<file path="src/rtl/irpw_pkg.sv">
// Shared types for the pulse-width infrared frame decoder.
package irpw_pkg;

    // Decoder control states.
    typedef enum logic [1:0] {
        ST_SETTLE,
        ST_IDLE,
        ST_MARK,
        ST_SPACE
    } dec_state_t;

    // Classification of a finished mark.
    typedef enum logic [1:0] {
        SYM_ERR,
        SYM_ZERO,
        SYM_ONE,
        SYM_START
    } sym_t;

endpackage

</file>
<file path="src/rtl/irpw_len_counter.sv">
// Saturating tick counter used to measure line phases.
// restart_i loads 1, so the sample that opens a new phase is counted.
// step_i adds one and sticks at all ones.
// Assumes restart_i and step_i are never high together.
module irpw_len_counter #(
    parameter int W = 8
) (
    input  logic         clk,
    input  logic         rst_n,
    input  logic         restart_i,
    input  logic         step_i,
    output logic [W-1:0] count_o
);

    localparam logic [W-1:0] CNT_MAX = '1;

    // Count register: load, step with saturation, or hold.
    always_ff @(posedge clk) begin
        if (!rst_n) begin
            count_o <= '0;
        end else if (restart_i) begin
            count_o <= W'(1);
        end else if (step_i && count_o != CNT_MAX) begin
            count_o <= count_o + W'(1);
        end
    end

    // A full count must stay full while it is stepped (long start marks).
    assert_len_saturates_R4: assert property (@(posedge clk) disable iff (!rst_n)
        (count_o == CNT_MAX && step_i && !restart_i) |=> count_o == CNT_MAX);

endmodule

</file>
<file path="src/rtl/irpw_mark_classifier.sv">
// Combinational sort of a mark length into start, one, zero or error.
// Assumes START_MIN > ONE_MIN > ZERO_MIN, and that all three fit in W bits.
module irpw_mark_classifier
    import irpw_pkg::*;
#(
    parameter int W         = 8,
    parameter int START_MIN = 186,
    parameter int ONE_MIN   = 90,
    parameter int ZERO_MIN  = 42
) (
    input  logic [W-1:0] len_i,
    output sym_t         sym_o
);

    localparam logic [W-1:0] START_L = W'(START_MIN);
    localparam logic [W-1:0] ONE_L   = W'(ONE_MIN);
    localparam logic [W-1:0] ZERO_L  = W'(ZERO_MIN);

    // Threshold ladder, longest class first.
    always_comb begin
        if (len_i >= START_L)     sym_o = SYM_START;
        else if (len_i >= ONE_L)  sym_o = SYM_ONE;
        else if (len_i >= ZERO_L) sym_o = SYM_ZERO;
        else                      sym_o = SYM_ERR;
    end

endmodule

</file>
<file path="src/rtl/irpw_bit_shifter.sv">
// Frame bit store. New bits enter at the top and move toward bit 0.
// It also counts the bits taken since the last clear.
// Assumes push_i is not raised again once full_o is high.
module irpw_bit_shifter #(
    parameter int FRAME_BITS = 12,
    parameter int DATA_W     = 8
) (
    input  logic              clk,
    input  logic              rst_n,
    input  logic              clear_i,
    input  logic              push_i,
    input  logic              bit_i,
    output logic [DATA_W-1:0] data_o,
    output logic              full_o
);

    localparam int BIT_W = $clog2(FRAME_BITS + 1);
    localparam logic [BIT_W-1:0] FULL_CNT = BIT_W'(FRAME_BITS);

    logic [FRAME_BITS-1:0] shreg;
    logic [BIT_W-1:0]      taken;

    // Shift register: clear on start or new frame, else shift right on push.
    always_ff @(posedge clk) begin
        if (!rst_n || clear_i) begin
            shreg <= '0;
        end else if (push_i) begin
            shreg <= {bit_i, shreg[FRAME_BITS-1:1]};
        end
    end

    // Bit counter that tracks how much of the frame has arrived.
    always_ff @(posedge clk) begin
        if (!rst_n || clear_i) begin
            taken <= '0;
        end else if (push_i) begin
            taken <= taken + BIT_W'(1);
        end
    end

    assign data_o = shreg[DATA_W-1:0];
    assign full_o = (taken == FULL_CNT);

    // The bit count never passes the frame length.
    assert_bits_bounded_R6: assert property (@(posedge clk) disable iff (!rst_n)
        taken <= FULL_CNT);

    // A start symbol or a new frame empties the store.
    assert_clear_empties_R4: assert property (@(posedge clk) disable iff (!rst_n)
        (clear_i && !push_i) |=> (taken == '0 && data_o == '0));

endmodule

</file>
<file path="src/rtl/irpw_frame_decoder.sv">
// Pulse-width infrared frame decoder (top).
// It samples the active-low receiver output on each tick and measures marks
// and spaces. Each mark is classified. A data byte is emitted with a
// one-clock strobe once a twelve-bit frame ends.
// Assumes ir_n_i is already synchronous to clk and tick_i is one clock wide.
module irpw_frame_decoder
    import irpw_pkg::*;
#(
    parameter int CNT_W        = 8,
    parameter int START_MIN    = 186,
    parameter int ONE_MIN      = 90,
    parameter int ZERO_MIN     = 42,
    parameter int SPACE_LIMIT  = 54,
    parameter int FRAME_BITS   = 12,
    parameter int DATA_W       = 8,
    parameter int SETTLE_TICKS = 40000
) (
    input  logic              clk,
    input  logic              rst_n,
    input  logic              tick_i,
    input  logic              enable_i,
    input  logic              ir_n_i,
    output logic [DATA_W-1:0] data_o,
    output logic              valid_o
);

    localparam int SETTLE_W = $clog2(SETTLE_TICKS + 1);
    localparam logic [SETTLE_W-1:0] SETTLE_LAST = SETTLE_W'(SETTLE_TICKS - 1);
    localparam logic [CNT_W-1:0]    SPACE_LAST  = CNT_W'(SPACE_LIMIT - 1);
    localparam logic [CNT_W-1:0]    SPACE_LIM_L = CNT_W'(SPACE_LIMIT);

    dec_state_t          state, state_nxt;
    sym_t                sym;
    logic                line_low;
    logic [CNT_W-1:0]    len_cnt;
    logic [SETTLE_W-1:0] settle_cnt;
    logic                len_restart, len_step, settle_step;
    logic                sh_clear, sh_push, sh_bit, sh_full;
    logic [DATA_W-1:0]   sh_data;
    logic                frame_done;

    assign line_low = !ir_n_i;

    // Phase length counter shared by marks and spaces.
    irpw_len_counter #(.W(CNT_W)) u_len (
        .clk       (clk),
        .rst_n     (rst_n),
        .restart_i (len_restart),
        .step_i    (len_step),
        .count_o   (len_cnt)
    );

    // Power-up settling counter, reusing the same counter.
    irpw_len_counter #(.W(SETTLE_W)) u_settle (
        .clk       (clk),
        .rst_n     (rst_n),
        .restart_i (1'b0),
        .step_i    (settle_step),
        .count_o   (settle_cnt)
    );

    irpw_mark_classifier #(
        .W         (CNT_W),
        .START_MIN (START_MIN),
        .ONE_MIN   (ONE_MIN),
        .ZERO_MIN  (ZERO_MIN)
    ) u_class (
        .len_i (len_cnt),
        .sym_o (sym)
    );

    irpw_bit_shifter #(
        .FRAME_BITS (FRAME_BITS),
        .DATA_W     (DATA_W)
    ) u_bits (
        .clk     (clk),
        .rst_n   (rst_n),
        .clear_i (sh_clear),
        .push_i  (sh_push),
        .bit_i   (sh_bit),
        .data_o  (sh_data),
        .full_o  (sh_full)
    );

    // Next-state and datapath control, acting only on tick cycles.
    always_comb begin
        state_nxt   = state;
        len_restart = 1'b0;
        len_step    = 1'b0;
        settle_step = 1'b0;
        sh_clear    = 1'b0;
        sh_push     = 1'b0;
        sh_bit      = 1'b0;
        frame_done  = 1'b0;
        case (state)
            ST_SETTLE: begin
                if (tick_i) begin
                    settle_step = 1'b1;
                    if (settle_cnt == SETTLE_LAST) state_nxt = ST_IDLE;
                end
            end
            ST_IDLE: begin
                if (tick_i && line_low) begin
                    state_nxt   = ST_MARK;
                    len_restart = 1'b1;
                    sh_clear    = 1'b1;
                end
            end
            ST_MARK: begin
                if (tick_i) begin
                    if (line_low) begin
                        len_step = 1'b1;
                    end else begin
                        state_nxt   = ST_SPACE;
                        len_restart = 1'b1;
                        case (sym)
                            SYM_ERR:   state_nxt = ST_IDLE;
                            SYM_START: sh_clear  = 1'b1;
                            SYM_ONE: begin
                                sh_push = 1'b1;
                                sh_bit  = 1'b1;
                            end
                            default:   sh_push   = 1'b1;
                        endcase
                    end
                end
            end
            ST_SPACE: begin
                if (tick_i) begin
                    if (line_low) begin
                        if (sh_full) begin
                            frame_done = 1'b1;
                            state_nxt  = ST_IDLE;
                        end else begin
                            state_nxt   = ST_MARK;
                            len_restart = 1'b1;
                        end
                    end else if (len_cnt >= SPACE_LAST) begin
                        frame_done = sh_full;
                        state_nxt  = ST_IDLE;
                    end else begin
                        len_step = 1'b1;
                    end
                end
            end
            default: state_nxt = ST_IDLE;
        endcase
        if (!enable_i && state != ST_SETTLE) begin
            state_nxt   = ST_IDLE;
            len_restart = 1'b0;
            len_step    = 1'b0;
            sh_clear    = 1'b0;
            sh_push     = 1'b0;
            frame_done  = 1'b0;
        end
    end

    // State register.
    always_ff @(posedge clk) begin
        if (!rst_n) state <= ST_SETTLE;
        else        state <= state_nxt;
    end

    // Output byte and one-clock strobe.
    always_ff @(posedge clk) begin
        if (!rst_n) begin
            data_o  <= '0;
            valid_o <= 1'b0;
        end else begin
            valid_o <= frame_done;
            if (frame_done) data_o <= sh_data;
        end
    end

    assert_no_out_settle_R2: assert property (@(posedge clk) disable iff (!rst_n)
        (state == ST_SETTLE) |-> !valid_o);

    assert_short_mark_idle_R5: assert property (@(posedge clk) disable iff (!rst_n)
        (state == ST_MARK && tick_i && enable_i && !line_low && sym == SYM_ERR)
        |=> state == ST_IDLE);

    assert_space_bounded_R7: assert property (@(posedge clk) disable iff (!rst_n)
        (state == ST_SPACE) |-> (len_cnt < SPACE_LIM_L));

    assert_valid_one_cycle_R8: assert property (@(posedge clk) disable iff (!rst_n)
        valid_o |=> !valid_o);

    assert_data_held_R8: assert property (@(posedge clk) disable iff (!rst_n)
        (data_o != $past(data_o)) |-> valid_o);

    assert_disable_idle_R9: assert property (@(posedge clk) disable iff (!rst_n)
        (!enable_i && state != ST_SETTLE) |=> (state == ST_IDLE && !valid_o));

endmodule

</file>
<file path="config.mk">
export PLATFORM = sky130hd
export DESIGN_NAME = irpw_frame_decoder
export DESIGN_NICKNAME = d
export VERILOG_FILES = /design/src/rtl/irpw_pkg.sv /design/src/rtl/irpw_len_counter.sv /design/src/rtl/irpw_mark_classifier.sv /design/src/rtl/irpw_bit_shifter.sv /design/src/rtl/irpw_frame_decoder.sv
export SDC_FILE = /design/constraint.sdc
export NUM_CORES = 1
export LEC_CHECK = 0
export ABC_CLOCK_PERIOD_IN_PS = 2400
export BUFFER_PORTS_ARGS = -buffer_cell sky130_fd_sc_hd__buf_4
export CORE_MARGIN = 10
export CORE_UTILIZATION = 50
export CTS_BUF_LIST = sky130_fd_sc_hd__clkbuf_4 sky130_fd_sc_hd__clkbuf_8 sky130_fd_sc_hd__clkbuf_16
export CTS_CLUSTER_SIZE = 12
export DETAILED_ROUTE_END_ITERATION = 10
export PLACE_DENSITY = 0.7
export SLEW_MARGIN = 0
export SYNTH_ARGS = -nofsm -noshare
export SYNTH_HDL_FRONTEND = slang
export SYNTH_SLANG_ARGS = --single-unit
</file>
<file path="constraint.sdc">
create_clock -name clk -period 2.4 [get_ports clk]
set_input_delay 0.48 -clock clk [delete_from_list [all_inputs] [get_ports clk]]
set_output_delay 0.48 -clock clk [all_outputs]
set_load 0.005 [all_outputs]
</file>
==> results_dict.tcl <==
set metrics [dict create \
    status "complete, no violations" \
    max_stage_delay_ns 0.57 \
    post-place-ws_ns 0.0508 \
    finalCritPeriodShare_pct 90.0 \
    cts_buffers 5 \
    initial_core_util_pct 51.5 \
    end_kind "flop" \
    synthCells 312 \
    worstSkewPairLatency_ns 0.30 \
    worstPathCellList "ha_1 -> nor4bb_1 -> o21ai_1 -> a2111oi_0 -> xnor2_1 -> nor2_1" \
    firstDrtPassIters 4 \
    startpoint_type "flop" \
    gp_congestion 0.907 \
    critPathBufInv 0 \
    dp_hpwl_mm 3.88 \
    wl_per_cell_um 13.2 \
    hold_violations 0 \
    port_buffers 13 \
    cts.sinks 51 \
    area_delta_synth_final_pct 11.7 \
    cp.required_ns 2.58 \
    wl_met2_mm 2.48 \
    grt_pass1_vias 2113 \
    gr-total-overflow 0 \
    drt_iter0_markers 142 \
    power_density_nw_per_um2 514 \
    worst_pin_slew_ns 0.789 \
    arrival_ns 2.34 \
    tns_ns 0 \
    slew_headroom_pct 46.9 \
    synth_edf_count 0 \
    routed-wl-met3_um 110 \
    async_reset_ff_share_pct 0 \
    htreeDepth 2 \
    path_delay_family "compound AO/OA/AOI/OAI gates" \
    met1_length_mm 2.66 \
    path_clk_slew_ns 0.09 \
    ant_nets 0 \
    die-area_um2 8570 \
    ys_types 50 \
    grt_max_degree 17 \
    cts_setup_buffers 0 \
    core.rowCount 26 \
    vias_per_cell 5.38 \
    yosys_warnings 0 \
    antenna_cells 0 \
    drc_errors 0 \
    finalClockSkew_ns 0.00435 \
    grt_pass1_wl_mm 9.55 \
    fillers 488 \
    avgSynthCellArea_um2 8.44 \
    synth_fp_nets 330 \
    core_area_um2 5110 \
    maxCapViolations 0 \
    period_minus_slack_ns 2.16 \
    fin_nets 348 \
    synth.area.top_cells "dfxtp_1 39%, nand2_1 6.4%, ha_1 6.2%, nor2_1 4.8%, a21oi_1 4.0%" \
    critical_path_class "flop to flop" \
    cts_root_buf "clkbuf_8" \
    hold_slack_ns 0.458 \
    synth_largest_area_cell "dfxtp_1" \
    cp_max_fo 7 \
    ys_ff_latch 51 \
    ys.flop_type "dfxtp_1" \
    final_area_um2 2940 \
    rsz0062_at_grt "false" \
    cts_tree "yes" \
    yosysMostFrequentCell "dfxtp_1" \
    setup_ws_ns 0.241 \
    total_power_uw 1510 \
    cp_slowest_cell "a2111oi_0" \
    track_usage_pct 13.1 \
    clk_path_buf_depth 2 \
    synth-seq-area-share_pct 38.8 \
    die_x_um 92.6 \
    drive_gt1_share_pct 14.5 \
    synth_commonest_cells "51 x dfxtp_1, 45 x nand2_1, 34 x nor2_1" \
    drv_slew 0 \
    setup_viol 0 \
    syn_area_um2 2630 \
    highest-signal-layer "met4" \
    wirelength_mm 5.29 \
    worst_ir_drop_vdd_v 0.000285 \
    ios 14 \
    die_h_um 92.6 \
    vias 2153 \
    clock.fmax_mhz 463 \
    antenna_found_initial 0 \
    synth_top_area_share_pct 38.8 \
    power_leakage_uw 0.00108 \
    dpl_cell_area_um2 2840 \
    holdCritPathClass "flop to flop" \
]
## worst min-delay path, stage by stage (launching register included)
cell     delay (ns)
dfxtp_1        0.32
nand2_1        0.05
a21oi_1        0.05
## metal layers
metal	track usage [%]	vias up
met5	0	-
met4	3.86	0
met3	3.15	6
met2	22.0	16
met1	16.3	1013
li1	-	1118
## cell type report
class                      count  area (um2)  share of cell area, %
inverter                      15        56.3                   1.91
tap                           70        87.6                   2.98
sequential                    51        1020                   34.9
multi-input combinational    232        1500                   50.9
timing repair buffer          25         191                   6.51
clock inverter                 2        13.8                  0.468
clock buffer                   5        68.8                   2.34
## cell usage in the layout, fill, tap and decap left out, types with 2 or more instances in the layout
| cell | netlist | final |
|---|---|---|
| xor2_1 | 7 | 7 |
| mux2i_1 | 9 | 9 |
| nand2_1 | 45 | 45 |
| dfxtp_1 | 51 | 50 |
| nor3b_1 | 3 | 3 |
| o21bai_1 | 4 | 4 |
| nor3_1 | 8 | 7 |
| ha_1 | 13 | 13 |
| o21a_1 | 5 | 5 |
| clkbuf_8 | 0 | 5 |
| o31ai_1 | 4 | 4 |
| o21ai_1 | 3 | 3 |
| o21ai_0 | 9 | 9 |
| nor2_1 | 34 | 34 |
| or3_1 | 3 | 2 |
| inv_1 | 15 | 15 |
| or2_2 | 2 | 2 |
| nor4_1 | 2 | 2 |
| or4_1 | 2 | 2 |
| o211ai_1 | 3 | 3 |
| nand3_1 | 10 | 10 |
| buf_4 | 1 | 24 |
| a211oi_1 | 6 | 6 |
| nand4_1 | 4 | 4 |
| a21oi_1 | 21 | 21 |
| xnor2_1 | 11 | 11 |
| or3_2 | 2 | 2 |
| a2111oi_0 | 2 | 2 |
## what timing repair did
action / CTS / global route
setup endpoints to repair: 0 / 24
resized for setup: 0 / 5
hold buffers: 0 / 0
## worst paths after layout
| kind | startpoint | endpoint | slack (ns) | cells past startpoint |
|---|---|---|---|---|
| worst max-delay path | state[1] | u_len.count_o[6] | 0.24 | 6 |
| worst min-delay path | u_bits.shreg[9] | u_bits.shreg[8] | 0.46 | 2 |
| worst max register to register | state[1] | u_len.count_o[6] | 0.24 | 6 |
| worst min register to register | u_bits.shreg[9] | u_bits.shreg[8] | 0.46 | 2 |
## flip-flops by register name (all words and copies together) (netlist names)
name,cells
data_o,8
valid_o,1
u_len.count_o,8
u_bits.taken,4
u_settle.count_o,16
state,2
u_bits.shreg,12
## power by group
part           internal [uW]  switching (uW)  leakage (uW)
Combinational           64.0            97.9      0.000626
Sequential               857            14.1      0.000412
Clock                    200             277     0.0000440
## cells by family (layout without fill, tap and decap cells)
| kind of cell | Yosys count | in the layout | synth area share [%] |
|---|---|---|---|
| AND/OR/NAND/NOR | 128 | 128 | 24.5 |
| AO/OA/AOI/OAI | 64 | 64 | 16.4 |
| flip-flops | 51 | 51 | 38.8 |
| buffers and inverters | 29 | 47 | 4.70 |
| XOR/XNOR | 18 | 18 | 5.99 |
| adder cells (fa/ha/maj) | 13 | 13 | 6.18 |
| multiplexers | 9 | 9 | 3.42 |
## metrics by stage
stage / instances / utilization [%]
after floorplan: 312 / -
after global placement: 393 / 55.6
after detailed placement: 393 / 55.6
after CTS: 400 / 57.2
after global routing: 400 / 57.6
final: 400 / 57.6
Power figures use the tool's default switching activity.
